### config.mk
export PLATFORM = sky130hd
export DESIGN_NAME = mexp_csr
export DESIGN_NICKNAME = d
export VERILOG_FILES = /design/src/rtl/mexp_csr_pkg.sv /design/src/rtl/mexp_csr_dec.sv /design/src/rtl/mexp_csr_trig.sv /design/src/rtl/mexp_csr_irq.sv /design/src/rtl/mexp_csr.sv
export SDC_FILE = /design/constraint.sdc
export NUM_CORES = 1
export LEC_CHECK = 0
export BUFFER_PORTS_ARGS = -buffer_cell sky130_fd_sc_hd__buf_2
export CAP_MARGIN = 10
export CORE_MARGIN = 5
export CORE_UTILIZATION = 50
export DETAILED_ROUTE_END_ITERATION = 7
export PLACE_DENSITY = 0.9
export SLEW_MARGIN = 10
export SYNTH_ARGS = -nofsm -noshare
export SYNTH_HDL_FRONTEND = slang
export SYNTH_HIERARCHICAL = 1
export SYNTH_SLANG_ARGS = --single-unit
### constraint.sdc
create_clock -name clk -period 4.9 [get_ports clk]
set_input_delay 0.49 -clock clk [delete_from_list [all_inputs] [get_ports clk]]
set_output_delay 0.49 -clock clk [all_outputs]
set_load 0.005 [all_outputs]
### src/rtl/mexp_csr_pkg.sv
package mexp_csr_pkg;
  localparam int ADDR_W   = 12;
  localparam int DATA_W   = 32;
  localparam int NREG     = 7;
  localparam int IX_TRIG  = 0;
  localparam int IX_CMD   = 1;
  localparam int IX_SRC   = 2;
  localparam int IX_LEN   = 3;
  localparam int IX_KEY   = 4;
  localparam int IX_MSK   = 5;
  localparam int IX_STS   = 6;
  localparam int DONE_BIT = 1;
  localparam int OWN_BIT  = 8;
  localparam int MODE_LO  = 4;

  function automatic logic [ADDR_W-1:0] reg_off(input int ix);
    case (ix)
      IX_TRIG: return 12'h000;
      IX_CMD:  return 12'h048;
      IX_SRC:  return 12'h04C;
      IX_LEN:  return 12'h050;
      IX_KEY:  return 12'h058;
      IX_MSK:  return 12'h3F8;
      default: return 12'h3FC;
    endcase
  endfunction

  function automatic logic is_mapped(input logic [ADDR_W-1:0] a);
    for (int i = 0; i < NREG; i++)
      if (a == reg_off(i)) return 1'b1;
    return 1'b0;
  endfunction
endpackage

### src/rtl/mexp_csr_dec.sv
module mexp_csr_dec
  import mexp_csr_pkg::*;
#(
  parameter int AW = ADDR_W
) (
  input  logic [AW-1:0]   addr,
  output logic [NREG-1:0] sel
);
  for (genvar g = 0; g < NREG; g++) begin : g_cmp
    assign sel[g] = (addr == AW'(reg_off(g)));
  end
endmodule

### src/rtl/mexp_csr_trig.sv
module mexp_csr_trig (
  input  logic       clk,
  input  logic       rst_n,
  input  logic       wr_hit,
  input  logic [1:0] wbits,
  input  logic       done,
  output logic [1:0] trig_q,
  output logic       start_q
);
  logic [1:0] trig_d;
  logic       trig_en;
  logic       start_d;

  always_comb begin
    trig_d  = trig_q;
    trig_en = done | wr_hit;
    start_d = wr_hit & (&wbits);
    if (done)        trig_d = 2'b00;
    else if (wr_hit) trig_d = wbits;
  end

  always_ff @(posedge clk or negedge rst_n) begin
    if (!rst_n) begin
      trig_q  <= 2'b00;
      start_q <= 1'b0;
    end else begin
      if (trig_en) trig_q <= trig_d;
      start_q <= start_d;
    end
  end
endmodule

### src/rtl/mexp_csr_irq.sv
module mexp_csr_irq (
  input  logic clk,
  input  logic rst_n,
  input  logic msk_wr,
  input  logic sts_wr,
  input  logic wbit,
  input  logic done,
  output logic msk_q,
  output logic sts_q,
  output logic irq
);
  logic sts_d;
  logic sts_en;

  always_comb begin
    sts_d  = sts_q;
    sts_en = done | sts_wr;
    if (done)                sts_d = 1'b1;
    else if (sts_wr && wbit) sts_d = 1'b0;
  end

  always_ff @(posedge clk or negedge rst_n) begin
    if (!rst_n) begin
      msk_q <= 1'b0;
      sts_q <= 1'b0;
    end else begin
      if (msk_wr) msk_q <= wbit;
      if (sts_en) sts_q <= sts_d;
    end
  end

  assign irq = sts_q & msk_q;
endmodule

### src/rtl/mexp_csr.sv
module mexp_csr
  import mexp_csr_pkg::*;
#(
  parameter int AW = ADDR_W,
  parameter int DW = DATA_W
) (
  input  logic            clk,
  input  logic            rst_n,
  input  logic            bus_wr,
  input  logic            bus_rd,
  input  logic [AW-1:0]   bus_addr,
  input  logic [DW-1:0]   bus_wdata,
  output logic [DW-1:0]   bus_rdata,
  output logic            eng_start_exp,
  output logic            eng_start_feed,
  output logic            eng_mem_cpu,
  output logic [1:0]      eng_sram_mode,
  output logic [DW-1:0]   eng_src_base,
  output logic [DW-1:0]   eng_src_len,
  output logic [DW/2-1:0] eng_exp_bits,
  output logic [DW/2-1:0] eng_mod_bits,
  input  logic            eng_done,
  output logic            irq
);
  localparam int HW = DW / 2;

  logic [1:0]      rst_pipe;
  logic            rst_n_s;
  logic [NREG-1:0] sel;
  logic [NREG-1:0] wsel;
  logic [1:0]      trig_q;
  logic            start_q;
  logic            msk_q;
  logic            sts_q;
  logic            own_q, own_d;
  logic [1:0]      mode_q, mode_d;
  logic [DW-1:0]   src_q, src_d;
  logic [DW-1:0]   len_q, len_d;
  logic [DW-1:0]   key_q, key_d;
  logic            cfg_en;
  logic [DW-1:0]   rd_mux;
  logic [DW-1:0]   rdata_q;

  // asynchronous assertion, synchronous release
  always_ff @(posedge clk or negedge rst_n) begin
    if (!rst_n) rst_pipe <= 2'b00;
    else        rst_pipe <= {rst_pipe[0], 1'b1};
  end
  assign rst_n_s = rst_pipe[1];

  mexp_csr_dec #(.AW(AW)) u_dec (.addr(bus_addr), .sel(sel));
  assign wsel = sel & {NREG{bus_wr}};

  mexp_csr_trig u_trig (
    .clk(clk), .rst_n(rst_n_s), .wr_hit(wsel[IX_TRIG]),
    .wbits(bus_wdata[1:0]), .done(eng_done),
    .trig_q(trig_q), .start_q(start_q)
  );

  mexp_csr_irq u_irq (
    .clk(clk), .rst_n(rst_n_s), .msk_wr(wsel[IX_MSK]), .sts_wr(wsel[IX_STS]),
    .wbit(bus_wdata[DONE_BIT]), .done(eng_done),
    .msk_q(msk_q), .sts_q(sts_q), .irq(irq)
  );

  always_comb begin
    own_d  = own_q;
    mode_d = mode_q;
    src_d  = src_q;
    len_d  = len_q;
    key_d  = key_q;
    cfg_en = |{wsel[IX_CMD], wsel[IX_SRC], wsel[IX_LEN], wsel[IX_KEY]};
    if (wsel[IX_CMD]) begin
      own_d  = bus_wdata[OWN_BIT];
      mode_d = bus_wdata[MODE_LO+1:MODE_LO];
    end
    if (wsel[IX_SRC]) src_d = bus_wdata;
    if (wsel[IX_LEN]) len_d = bus_wdata;
    if (wsel[IX_KEY]) key_d = bus_wdata;
  end

  always_ff @(posedge clk or negedge rst_n_s) begin
    if (!rst_n_s) begin
      own_q  <= 1'b1;
      mode_q <= 2'b00;
      src_q  <= '0;
      len_q  <= '0;
      key_q  <= '0;
    end else if (cfg_en) begin
      own_q  <= own_d;
      mode_q <= mode_d;
      src_q  <= src_d;
      len_q  <= len_d;
      key_q  <= key_d;
    end
  end

  always_comb begin
    rd_mux = '0;
    if (sel[IX_TRIG]) rd_mux[1:0] = trig_q;
    if (sel[IX_CMD]) begin
      rd_mux[OWN_BIT]             = own_q;
      rd_mux[MODE_LO+1:MODE_LO]   = mode_q;
    end
    if (sel[IX_SRC]) rd_mux = src_q;
    if (sel[IX_LEN]) rd_mux = len_q;
    if (sel[IX_KEY]) rd_mux = key_q;
    if (sel[IX_MSK]) rd_mux[DONE_BIT] = msk_q;
    if (sel[IX_STS]) rd_mux[DONE_BIT] = sts_q;
  end

  always_ff @(posedge clk or negedge rst_n_s) begin
    if (!rst_n_s)    rdata_q <= '0;
    else if (bus_rd) rdata_q <= rd_mux;
  end

  assign bus_rdata      = rdata_q;
  assign eng_start_exp  = start_q;
  assign eng_start_feed = start_q;
  assign eng_mem_cpu    = own_q;
  assign eng_sram_mode  = mode_q;
  assign eng_src_base   = src_q;
  assign eng_src_len    = len_q;
  assign eng_exp_bits   = key_q[DW-1:HW];
  assign eng_mod_bits   = key_q[HW-1:0];
endmodule

==> results of run 1 <==
-- placed cells by master (no fill, tap or decap), types with 3 or more instances in the layout --
cell type / n
nor3_2: 3
a221oi_1: 24
o22ai_1: 28
inv_1: 29
bufinv_16: 3
buf_4: 4
nor3_1: 4
clkbuf_16: 17
a21oi_1: 6
dfrtp_1: 136
clkinv_2: 3
and2_1: 4
nand3b_1: 4
mux2_2: 99
clkbuf_8: 4
o21ai_0: 31
buf_2: 182
nor2_1: 3
a222oi_1: 4
nand2_1: 7
-- path summary, 6_finish.rpt --
path | startpoint | end | cells after the start
min | eng_done | u_trig/trig_q[0] | 2
max | bus_addr[5] | eng_src_base[11] | 6
max in group asynchronous | rst_pipe[1] | eng_src_len[24] | 1
max reg2reg | rst_pipe[1] | eng_src_len[24] | 1
min in group asynchronous | rst_n | rst_pipe[1] | 2
min reg2reg | rst_pipe[0] | rst_pipe[1] | 0
-- state kept, by name, summed over array words and instances (netlist names) --
name,cells
bus_rdata,32
eng_src_base,32
eng_src_len,32
key_q,32
eng_sram_mode,2
rst_pipe,2
u_trig/trig_q,2
eng_mem_cpu,1
u_irq/msk_q,1
u_irq/sts_q,1
u_trig/start_q,1
-- area by class of cell --
cell class	count	area, um2	share of cell area
sequential	138	3460	0.464
multi-input combinational	246	2130	0.286
timing repair buffer	187	951	0.128
clock buffer	22	484	0.0650
tap	143	179	0.0240
clock inverter	10	138	0.0185
inverter	29	109	0.0146
-- logic make-up after synthesis --
logic type	Yosys count
flops	138
mux	102
compound gates	101
buf+inv	59
simple gates	42
other cells	1
-- through the flow --
stage	area, um2	setup WS [ps]	std cells	total power [mW]	hold WS [ps]
final	7450	1990	775	2.57	288
after global routing	7450	1840	775	2.65	270
after CTS	7450	2020	775	2.59	260
after detailed placement	6810	1590	742	1.26	277
after global placement	6810	1720	742	1.26	276
after floorplan	5880	772	443	1.21	194
-- timing repair --
item	in CTS	in global routing
hold endpoints to repair	2	0
hold buffers	1	0
setup buffers	0	0
-- cells in the mapped netlist --
| cell | n |
|---|---|
| a221oi_1 | 24 |
| nor2b_4 | 1 |
| nand4bb_1 | 2 |
| mux2_2 | 99 |
| and3b_1 | 1 |
| or4_4 | 1 |
| buf_2 | 6 |
| nor2_1 | 3 |
| conb_1 | 1 |
| buf_6 | 8 |
| nand3b_1 | 4 |
| nor2b_1 | 2 |
| nand2_1 | 9 |
| or4b_1 | 1 |
| buf_4 | 5 |
| or4_1 | 2 |
| nor3_2 | 1 |
| clkbuf_1 | 9 |
| o221ai_1 | 1 |
| a21oi_1 | 6 |
| mux2i_1 | 2 |
| clkbuf_2 | 2 |
| dfstp_2 | 1 |
| o21ai_0 | 31 |
| nand4_1 | 1 |
| and2_1 | 4 |
| o21a_1 | 2 |
| a222oi_1 | 4 |
| a221oi_2 | 1 |
| o211a_1 | 1 |
| a211oi_1 | 1 |
| inv_1 | 29 |
| o22ai_1 | 28 |
| dfrtp_1 | 137 |
| mux2_4 | 1 |
| or4b_4 | 1 |
| nor3_1 | 6 |
| nor3b_1 | 2 |
| and3_2 | 1 |
| a21o_1 | 2 |
-- routing by layer --
| layer | share of wire | vias to the layer above | global-route usage |
|---|---|---|---|
| li1 | - | 1991 | - |
| met1 | 0.41 | 2299 | 0.282 |
| met2 | 0.49 | 213 | 0.364 |
| met3 | 0.077 | 24 | 0.0659 |
| met4 | 0.016 | 0 | 0.0850 |
| met5 | 0 | - | 0 |
-- report_power, final --
part	switching (mW)	internal [mW]	leakage [nW]	total [mW]
Combinational	0.0455	0.0299	1.78	0.0754
Sequential	0.0176	1.15	1.91	1.17
Clock	0.473	0.855	0.303	1.33
==> metrics.txt, run 1 <==
CP top delay family simple AND/OR/NAND/NOR gates; clock buffer depth 2; Clk Latency, worst-skew pair ~410 ps; Port Buffers 182; post-synthesis area per instance approximately 13 um2; Post-DP HPWL a little over 10 mm; I/O pin count 183; setup violators final 0; Die Area around 0.014 mm2; Detailed Route Iter0 Violations 419; Buffers & Inverters on Critical Path 2; Worst Setup End Kind flop; WP data required roughly 5200 ps; Post-Synth XOR/XNOR Area 0; first-pass GRT wire length 25.3 mm; CP max stage delay around 670 ps; fillers about 840; H-tree depth 4; peak supply drop about 0.26 mV; max-slew violations 0; synth top area cells dfrtp_1 58%, mux2_2 19%, a221oi_1 3.6%; TritonCTS clock tree done; Least-Margin Pin Slew between 1000 and 1500 ps; sequential area share after synthesis 0.588; post_cts resized 0; RePlAce Congestion roughly 0.83; crit path DAT around 3200 ps; Syn Std Cell Area a little under 0.006 mm2; Slew HR 0.284; combinational family with the most area after synthesis multiplexers; critical path's slowest cell nand2_1; Root Buffer clkbuf_16; DR WL/cell about 20 um; DRC Markers 0; initial antenna violation count 0; setup TNS 0 ps; Total GRT Usage 0.223; Min Clock Period, post-route just under 3000 ps; largest net degree at the start of global routing a little over 80; chip width between 100 and 150 um; clk_skew around 6.7 ps; layout cell share with drive strength beyond 1 0.521; fmax 344 MHz; Vias around 4,500; total grt overflow 0; synthesized-area fraction occupied by adder cells 0; startpoint types input port; Leak approximately 4 nW; WL final 15.5 mm; FF-to-FF setup slack 3090 ps; worst-path cell chain buf_2, or4_4, nor3_1, nand2_1, buf_4, mux2_2; Syn Inst Count around 440; syn nets just under 500; Site Rows 39; Diodes inserted 0; Post-DRT Antenna Nets 0; period utilization 0.594; post-synthesis simple-gate area fraction 0.0471; post-layout util 0.649; cts bufs inserted 17; max-cap viol count 0; Starting Density 0.512; yosys warns 6; core area 0.0115 mm2; Synth cell types 40; CP Max Fanout 17; area leader, netlist dfrtp_1; Via density 5.84; First-pass DRT Iterations 5; unrepaired setup endpoints after global routing no; Synth top area share 0.583; status finished, final reports clean; worst min path class in2reg; Final nets between 600 and 700; Power Dens Cells 345 mW/mm2; number of global-route vias before repair between 4,000 and 5,000; kind of critical path in2reg; clk sinks 138; Die H 118 um; final hold vios 0; Yosys reg bits between 100 and 150; mux contribution to synthesized area 0.196; clk slew on worst S/H paths ~60 ps; Compound-Gate Fraction of Synth Area 0.116; Area Overhead vs Synth 26.7%
(Power assumes the default switching activity.)
==> inputs of run 2 (changes only) <==
- ABC_AREA: not set -> 1
- clock period: 4.9 -> 2.7 ns (I/O delays scaled with it)
==> run 2 against run 1 <==
  * Area after synthesis grew 3.4%
  * Non-clock buffer count up 5
  * Critical path type unchanged
  * Highest routed layer unchanged
  * Critical endpoint is now bus_rdata[1]
  * Die area is 3.1% higher
  * Synthesized cell count rose by 66%
  * Worst hold slack lost 190 ps
  * Largest cell class unchanged
==> metrics.txt, run 2 <==
Met3 Wirelength 1.22 mm (+2.1%); post-synthesis area per instance 8.28 um2 (-38%); setup violators final 0 (unchanged); post-layout util 0.638 (-0.0112); Starting Density 0.508 (-0.00433); largest net degree at the start of global routing 63 (-24%); cts bufs inserted 17 (unchanged); ys async rst share 1.00 (unchanged); Die H 120 um (+1.6%); Post-DP HPWL 10.8 mm (+5.4%); TritonCTS clock tree done; Post-CTS Hold Fix Bufs 1 (unchanged); final hold vios 0 (unchanged); clock buffer depth 2 (unchanged); clk_skew 5.75 ps (-0.977 ps); Place WS 471 ps (-1120 ps); first-pass GRT wire length 27.4 mm (+8.1%); setup TNS 0 ps (unchanged); syn nets 783 (+59%); synth top area cells dfrtp_1 56%, nand2_1 14%, o21ai_0 10%; status finished, final reports clean; Clk Latency, worst-skew pair 410 ps (about the same); Worst Setup End Kind flop; Top Metal Used met4; Power Dens Cells 595 mW/mm2 (+73%); Pwr Total 4.54 mW (+77%); max-slew violations 0 (unchanged); First-pass DRT Iterations 7 (+2); area leader, netlist dfrtp_1; routed metal-1 wirelength 7.00 mm (+9.9%); sequential area share after synthesis 0.568 (-0.0195); startpoint types input port; Die Area 0.0145 mm2 (+3.1%); crit path DAT 2140 ps (-1060 ps); layout cell share with drive strength beyond 1 0.263 (-0.258); Syn Inst Count 734 (+66%); Yosys reg bits 138 (unchanged); Final WS setup 864 ps (-1130 ps); kind of critical path in2reg; commonest non-fill, non-tap cell in the layout nand2_1; Via density 5.30 (-9.3%); clk slew on worst S/H paths 60 ps (about the same); Min Clock Period, post-route about 1800 ps; H-tree depth 4 (unchanged); fillers 1,007 (+20%); fmax 545 MHz; worst min path class in2reg; initial antenna violation count 0 (unchanged); Post-DRT Antenna Nets 0 (unchanged); I/O pin count 183 (unchanged); Port Buffers 182 (unchanged); EDFF count, synth 0 (unchanged); yosys warns 6 (unchanged); CP Max Fanout 33 (+16); Leak 4.06 nW (+1.8%); top-count cell post-synth nand2_1; Final nets 950 (+42%); Syn Std Cell Area 0.00608 mm2 (+3.4%); Site Rows 40 (+2.6%); Main synth FF type dfrtp_1; clk sinks 138 (unchanged); DR WL/cell 15.8 um (-21%); Detailed Route Iter0 Violations 435 (+3.8%); chip width 120 um (+1.6%); WL final 16.8 mm (+8.3%); Final Instance Area 0.00763 mm2 (+2.5%); Root Buffer clkbuf_16; DRC Markers 0 (unchanged); total grt overflow 0 (unchanged); post-CTS setup buffer count 0 (unchanged); Least-Margin Pin Slew 753 ps (-321 ps); Commonest cells post-synth 226 x nand2_1, 137 x dfrtp_1, 121 x o21ai_0; period utilization 0.680; WP data required 3000 ps (-2190 ps); RePlAce Congestion 0.832 (+0.65%); post_cts resized 0 (unchanged); Vias 5,618 (+24%); met2 wire length 8.24 mm (+7.6%); Area Overhead vs Synth 25.6%; Slew HR 0.497 (+0.213); max-cap viol count 0 (unchanged); peak supply drop 0.433 mV (+65%); most frequent cells in the layout 226 x nand2_1, 182 x buf_2, 136 x dfrtp_1, 121 x o21ai_0, 58 x a21oi_1; unrepaired setup endpoints after global routing no; core area 0.0120 mm2 (+4.3%); Diodes inserted 0 (unchanged); Placed Area 0.00706 mm2 (+3.7%); Total GRT Usage 0.238 (+0.0149); number of global-route vias before repair 5,460 (+13%); Synth cell types 21 (-48%); Synth top area share 0.564 (-0.0193)
run 2: cells by family after synthesis:
logic type	count (synthesis)	synth area share
compound gates	189	0.156
other cells	1	0.000617
flops	138	0.568
simple gates	302	0.197
buf+inv	104	0.0782
run 2: per-stage QoR:
stage                     instances  hold slack (ps)
after global routing           1060             93.4
final                          1060              100
after floorplan                 734            -25.6
after global placement         1028             55.6
after detailed placement       1028             55.5
after CTS                      1060             85.7
run 2: where the power goes:
group	internal (mW)	switching [mW]	leakage, nW
clock network	1.35	0.832	0.276
registers	2.11	0.0333	1.87
logic	0.0857	0.132	1.92
run 2: area by class of cell:
cell class / count / area (um2) / share of cell area
clock buffer: 24 / 492 / 0.0644
clock inverter: 7 / 66.3 / 0.00869
inverter: 60 / 225 / 0.0295
multi-input combinational: 492 / 2170 / 0.284
sequential: 138 / 3460 / 0.453
tap: 147 / 184 / 0.0241
timing repair buffer: 192 / 1040 / 0.136
run 2: critical path, cell delays in order:
cell and delay [ps]:
buf_2 110, inv_1 80, nand4_1 230, nor2_4 190, buf_4 390, inv_2 390, nor2_1 200, nor2_1 60
nand2_1 60, nand2_1 40, nand2_1 60, nand2_1 50
run 2: worst paths after layout:
check                           cells after the start  slack, ps            end   startpoint
min in group asynchronous                           2        170    rst_pipe[0]        rst_n
max in group asynchronous                           1       1730  bus_rdata[14]  rst_pipe[1]
worst min register to register                      0        300      key_q[24]  rst_pipe[1]
worst min-delay path                                3        100    u_irq/sts_q     eng_done
worst max-delay path                               12        860   bus_rdata[1]  bus_addr[5]
worst max register to register                      4       1650   bus_rdata[8]  eng_mem_cpu
run 2: per-layer routing:
| layer | vias up | global-route usage |
|---|---|---|
| met5 | - | 0 |
| met4 | 0 | 0.0843 |
| met3 | 26 | 0.0594 |
| met2 | 237 | 0.389 |
| met1 | 2680 | 0.309 |
| li1 | 2675 | - |
